==> config.mk <==
export PLATFORM = sky130hd
export DESIGN_NAME = resv_monitor
export DESIGN_NICKNAME = d
export VERILOG_FILES = /design/src/rtl/resv_pkg.sv /design/src/rtl/resv_addr_cmp.sv /design/src/rtl/resv_link_reg.sv /design/src/rtl/resv_next_ctl.sv /design/src/rtl/resv_monitor.sv
export SDC_FILE = /design/constraint.sdc
export NUM_CORES = 1
export LEC_CHECK = 0
export BUFFER_PORTS_ARGS = -buffer_cell sky130_fd_sc_hd__buf_2
export CORE_MARGIN = 2
export CORE_UTILIZATION = 43
export CTS_CLUSTER_DIAMETER = 80
export CTS_CLUSTER_SIZE = 16
export DETAILED_ROUTE_END_ITERATION = 8
export PLACE_DENSITY_LB_ADDON = 0.1
export SYNTH_ARGS = -nofsm -noshare
export SYNTH_HDL_FRONTEND = slang
export SYNTH_SLANG_ARGS = --single-unit
==> constraint.sdc <==
create_clock -name clk -period 1.2 [get_ports clk]
set_input_delay 0.06 -clock clk [delete_from_list [all_inputs] [get_ports clk]]
set_output_delay 0.06 -clock clk [all_outputs]
set_load 0.01 [all_outputs]
==> src/rtl/resv_pkg.sv <==
// Shared types and helpers for the reservation monitor.
// Assumes address widths of at least 4 bits.
package resv_pkg;

    // What the link register does at the next edge.
    typedef enum logic [1:0] {
        RV_KEEP = 2'd0,
        RV_ARM  = 2'd1,
        RV_DROP = 2'd2
    } resv_act_t;

    // Mask that keeps the bits at and above lsb of a w-bit address.
    function automatic logic [63:0] upper_mask(input int w, input int lsb);
        logic [63:0] m;
        m = '0;
        for (int i = 0; i < 64; i++) begin
            if (i >= lsb && i < w) m[i] = 1'b1;
        end
        return m;
    endfunction

endpackage

==> src/rtl/resv_addr_cmp.sv <==
// Equality compare of two addresses above a chosen bit.
// Reads every bit, so unused low bits cause no lint warnings.
// Assumes LSB < ADDR_W.
module resv_addr_cmp #(
    parameter int ADDR_W = 32,
    parameter int LSB    = 2
) (
    input  logic [ADDR_W-1:0] a,
    input  logic [ADDR_W-1:0] b,
    output logic              eq
);
    localparam logic [63:0]       MASK_W = resv_pkg::upper_mask(ADDR_W, LSB);
    localparam logic [ADDR_W-1:0] MASK   = MASK_W[ADDR_W-1:0];

    // Equality on the masked difference.
    always_comb eq = (((a ^ b) & MASK) == '0);
endmodule

==> src/rtl/resv_link_reg.sv <==
// Holds the linked address and its valid bit.
// Arm loads the address and the supplied valid value. Drop clears valid.
// Synchronous active-low reset clears valid.
module resv_link_reg #(
    parameter int ADDR_W = 32
) (
    input  logic                clk,
    input  logic                rst_n,
    input  resv_pkg::resv_act_t act,
    input  logic [ADDR_W-1:0]   arm_addr,
    input  logic                arm_valid,
    output logic [ADDR_W-1:0]   link_addr,
    output logic                link_valid
);
    // Address and valid update.
    always_ff @(posedge clk) begin
        if (!rst_n) begin
            link_addr  <= '0;
            link_valid <= 1'b0;
        end else begin
            case (act)
                resv_pkg::RV_ARM: begin
                    link_addr  <= arm_addr;
                    link_valid <= arm_valid;
                end
                resv_pkg::RV_DROP: link_valid <= 1'b0;
                default: ;
            endcase
        end
    end
endmodule

==> src/rtl/resv_next_ctl.sv <==
// Chooses the link register action from the strobes and compare results.
// Priority: a load-linked arms, a snoop hit on its own block vetoes that
// arm, and a store-conditional, a matching store or a snoop hit drops.
module resv_next_ctl (
    input  logic                ll_req,
    input  logic                sc_req,
    input  logic                st_req,
    input  logic                snoop_inv,
    input  logic                st_word_hit,
    input  logic                snoop_link_hit,
    input  logic                snoop_req_hit,
    output resv_pkg::resv_act_t act,
    output logic                arm_valid
);
    // Next action select.
    always_comb begin
        arm_valid = !(snoop_inv && snoop_req_hit);
        if (ll_req)
            act = resv_pkg::RV_ARM;
        else if (sc_req || (st_req && st_word_hit) || (snoop_inv && snoop_link_hit))
            act = resv_pkg::RV_DROP;
        else
            act = resv_pkg::RV_KEEP;
    end
endmodule

==> src/rtl/resv_monitor.sv <==
// Reservation monitor for load-linked / store-conditional.
// Success is decided combinationally from registered state, so a snoop in
// the same cycle as a store-conditional cannot affect that outcome.
// Assumes one-hot-or-none memory strobes.
module resv_monitor #(
    parameter int ADDR_W  = 32,
    parameter int DATA_W  = 32,
    parameter int BLK_OFS = 3
) (
    input  logic              clk,
    input  logic              rst_n,
    input  logic              ll_req,
    input  logic              sc_req,
    input  logic              st_req,
    input  logic [ADDR_W-1:0] req_addr,
    input  logic              snoop_inv,
    input  logic [ADDR_W-1:0] snoop_addr,
    output logic              sc_ok,
    output logic              st_commit,
    output logic [DATA_W-1:0] rd_result
);
    localparam int WORD_OFS = 2;

    resv_pkg::resv_act_t act;
    logic [ADDR_W-1:0]   link_addr;
    logic                link_valid;
    logic                arm_valid;
    logic                req_word_hit;
    logic                snoop_link_hit;
    logic                snoop_req_hit;

    resv_addr_cmp #(.ADDR_W(ADDR_W), .LSB(WORD_OFS)) u_cmp_req (
        .a(req_addr), .b(link_addr), .eq(req_word_hit)
    );

    resv_addr_cmp #(.ADDR_W(ADDR_W), .LSB(BLK_OFS)) u_cmp_snp (
        .a(snoop_addr), .b(link_addr), .eq(snoop_link_hit)
    );

    resv_addr_cmp #(.ADDR_W(ADDR_W), .LSB(BLK_OFS)) u_cmp_new (
        .a(snoop_addr), .b(req_addr), .eq(snoop_req_hit)
    );

    resv_next_ctl u_ctl (
        .ll_req(ll_req), .sc_req(sc_req), .st_req(st_req),
        .snoop_inv(snoop_inv), .st_word_hit(req_word_hit),
        .snoop_link_hit(snoop_link_hit), .snoop_req_hit(snoop_req_hit),
        .act(act), .arm_valid(arm_valid)
    );

    resv_link_reg #(.ADDR_W(ADDR_W)) u_link (
        .clk(clk), .rst_n(rst_n), .act(act), .arm_addr(req_addr),
        .arm_valid(arm_valid), .link_addr(link_addr), .link_valid(link_valid)
    );

    // Success decision, store gate and destination value.
    always_comb begin
        sc_ok     = sc_req && link_valid && req_word_hit;
        st_commit = st_req || sc_ok;
        rd_result = '0;
        rd_result[0] = sc_ok;
    end
endmodule

==> results <==
- Synthesis instantiated 20 different standard cells from the library.
- The post-detailed-route count of antenna-violating nets is 0.
- Buffers placed on the I/O ports in this run total 67.
- The total congestion overflow is 0.
- Wires add up to 6145 um.
- The net load switching power is 881.9 uW.
- The startpoint kind of the worst setup timing path is a flop.
- After clock tree synthesis, the clock-pin slew on the worst setup and hold paths is 0.07 ns.
- The setup skew after layout is 0.006160 ns.
- The signal on the critical path passes through xor2_2, nor4_2, buf_4, nand4_1, nor3_2, or2_1, buf_2.
- Using the TritonRoute via totals, the vias-per-cell ratio works out to 4.571.
- The fill cell instance count of the final layout is 549.
- The number of flops mapped to enable cells by yosys is 0.
- The total number of cells along the worst setup path is 7.
- Across the VDD grid, the largest voltage drop is 0.6040 mV.
- The width of the die is 78.53 um.
- Of the available clock period, the critical path in the final layout requires 1.543.
- Of all flip-flops after synthesis, the portion carrying an async set or reset was 0.
- Ranked by total cell area, the synthesized netlist is headed by dfxtp_1, xor2_1, mux2i_1.
- The die covers 6167 um^2.
- The largest single stage delay on the critical path is 0.33 ns.
- The type of the worst setup path is flop to output pin.
- Synthesis inferred 31 register bits.
- The net total in the final layout is 442.
- Setup repair after global routing could not meet its margin everywhere.
- The root buffer selected by CTS is clkbuf_8.
- Along the worst hold path, the cell count comes to 3.
- The per-cell routed wire length is 13.81 um.
- The placed wire-length estimate is 5021 um.
- The final sum of negative setup slack is -2.236 ns.
- The post-layout instance count excluding filler cells is 445.
- By count the netlist is led by xor2_1, buf_4, dfxtp_1.
- The count of final max-slew check failures is 0.
- The area of the mapped netlist is 2389 um^2.
- Hold timing on the final database bottoms out at a slack of 0.06059 ns.
- The first-iteration detailed-routing DRC count is 41.
- Based on the critical path, the design can be clocked at up to 0.5402 GHz.
- TritonCTS created 5 clock buffers.
- The internal power of the cells totals 2037 uW.
- The clock period minus worst slack is 1.851 ns.
- The initialized floorplan defines 27 standard-cell rows.
- The share of synthesized area in the top cell type comes to 0.2598.
- The number of sinks handled by clock tree synthesis is 31.
- After clock tree synthesis, the flow added hold-fix buffers numbering 0.
- The part of the Yosys area used for sequential elements is 0.2598.
- The vertical extent of the die is 78.53 um.
- The checks that failed: negative setup slack.
- Across all layers, the routed design uses 2034 vias.
- The kind of cell adding the most delay to the critical path is simple AND/OR/NAND/NOR gates.
- The synthesized instance count is 257.
- The number of warnings issued by yosys is 0.
- The number of global-route vias before repair came to 2041.
- The power share of the combinational group is 0.290.
- The worst path arrival time is 1.79 ns.
- The origin of the worst setup path is u_link.link_addr[23]$_SDFFE_PN0N_.
- The mean cell area of the mapped netlist is 9.294 um^2.
- The kind of end point of the critical path is an output pin.
- The H-tree was split into 2 levels.
- Of the cells placed in the final design, the portion with a size suffix greater than 1 is 0.3727.
- The run finished, with violations left.
- For this design the static power due to leakage is 0.001592 uW.
- The fraction of power consumed by the clock network is 0.319.
- The number of antenna violations at the first check in global routing is 0.
- Across the run, the number of max-cap violations was 0.
- At the later pin of the worst-skew pair, clock insertion delay measures 0.29 ns.
- The top-level I/O count is 104.
- The post-placement cell area is 3024 um^2.
- The number of buffers and inverters on the critical path is 2.
- The first detailed-routing pass took 4 iterations.
- The number of hold-slack violations in the final timing report is 0.
- The total non-filler cell area in the finished layout is 3211 um^2.
- The floorplan step defined a core boundary enclosing 5439 um^2.
- In this run, placement finished with an instance count of 434.
- The maximum root-to-sink buffer count is 2.
- The antenna cell count is 0.
- After layout, the worst setup slack is -0.6513 ns.
- The commonest register cell after synthesis is dfxtp_1.
- The area growth from synthesis to layout is 34.42%.
- The fraction of power consumed by sequential logic is 0.392.
- Setup violations remaining at the end of the flow were counted as 4.
- The TritonCTS clock tree is yes.
- The starting density of the core is 0.4392.
- Power spread over the standard cell area amounts to 909.2 nW/um^2.
- For this run, the total global-route usage over all layers was measured as 0.2024.
- The first global-routing pass estimated 9570 um of wire.
- The synthesized design spends more area on one cell type than any other, namely dfxtp_1.
- The largest net degree at the start of global routing is 19.
- The reg-to-reg startpoint is u_link.link_addr[23]$_SDFFE_PN0N_.
- The biggest fanout along the worst timing path is 3.
- The path type of the worst min-delay path is input port to flop.
- The number of design rule violations left after detail routing is 0.
- By instance count, the leading cell after synthesis is xor2_1.
- The required time at the endpoint of the critical path is 1.14 ns.
- The weighted congestion reported at the end of routability-driven placement is 0.8154.
- Measured in cells, the most critical reg-to-reg path has a length of 7.
- The startpoint identified for the worst hold timing path is req_addr[2].
- On the critical path, the stage with the largest delay is an instance of dfxtp_2.
- The switching share of power is 0.3021.
## cell usage in the layout, fill, tap and decap left out
cell       instances
dfxtp_2            6
xor2_2             2
dfxtp_1           25
nor2b_1           30
nor2_1             1
o32ai_2            1
clkbuf_1           1
nor3_4             1
nand4bb_1          1
xnor2_1           18
nor4_2             4
clkbuf_8           7
nor4_1            15
nand3_1            2
conb_1            31
buf_12             1
nand4_1            8
xor2_1            68
mux2i_1           30
nand2_1            2
buf_2             67
nor3_2             1
inv_1              1
or2_1              1
buf_4             49
## state kept, by name, indices dropped and copies added, names as in the netlist
register,cells
u_link.link_addr,30
u_link.link_valid,1
## worst paths after layout
kind                                           end  slack (ns)
hold / removal    u_link.link_addr[2]$_SDFFE_PN0N_        0.06
hold reg to reg   u_link.link_addr[2]$_SDFFE_PN0N_        0.54
setup reg to reg    u_link.link_valid$_SDFFE_PN0P_       -0.44
setup / recovery                         st_commit       -0.65
## per-stage QoR
step           total power (uW)  worst slack, ns    util
4_1_cts                    2934          -0.6482  0.5811
3_3_place_gp               1982          -0.4835  0.5560
2_1_floorplan              1649          -0.1878       -
3_5_place_dp               1987          -0.4699  0.5560
5_1_grt                    3066          -0.7749  0.5903
6_report                   2919          -0.6513  0.5903
## layer usage
metal	track usage	routed length [um]	up-vias
met1	0.2608	2801	925
met4	0.06842	131	0
met3	0.03563	287	14
li1	-	-	1024
met5	0	0	-
met2	0.3402	2924	71
## worst register-to-register path, stage by stage (launching register included)
cell and delay, ns:
dfxtp_2 0.33, xor2_2 0.15, nor4_2 0.28, buf_4 0.15, nand4_1 0.14, buf_4 0.19, nor3_4 0.15, o32ai_2 0.11
## final cells by class
class                   count  area [um^2]  area share
flip-flops and latches     31        628.1      0.1956
multi-input cells         216         1665      0.5187
well taps                  72        90.09     0.02806
inverters                   1        3.754    0.001169
clock buffers               8        100.1     0.03118
repair buffers            117        723.2      0.2253
## cells by family after synthesis
kind of cell              synth area share
xor gates and xnor gates            0.3227
muxes                               0.1257
and+or+nand+nor                     0.1718
AOI/OAI and AO/OA                 0.003668
other                             0.001570
buffers and inverters               0.1147
DFF                                 0.2598
## power groups by stage
stage          logic [uW]  clock network (uW)  registers [uW]
2_1_floorplan         482                   0            1170
3_3_place_gp          823                   0            1160
3_5_place_dp          823                   0            1160
4_1_cts               841                 950            1140
5_1_grt               924                 991            1150
6_report              846                 930            1140
## what timing repair did
action	in CTS	in global routing
buffers inserted	1	3
pin swaps	0	4
resized for setup	6	7
cloned	0	0
endpoints found under the setup margin	4	4
No activity file was read; power rests on OpenSTA's default activity.
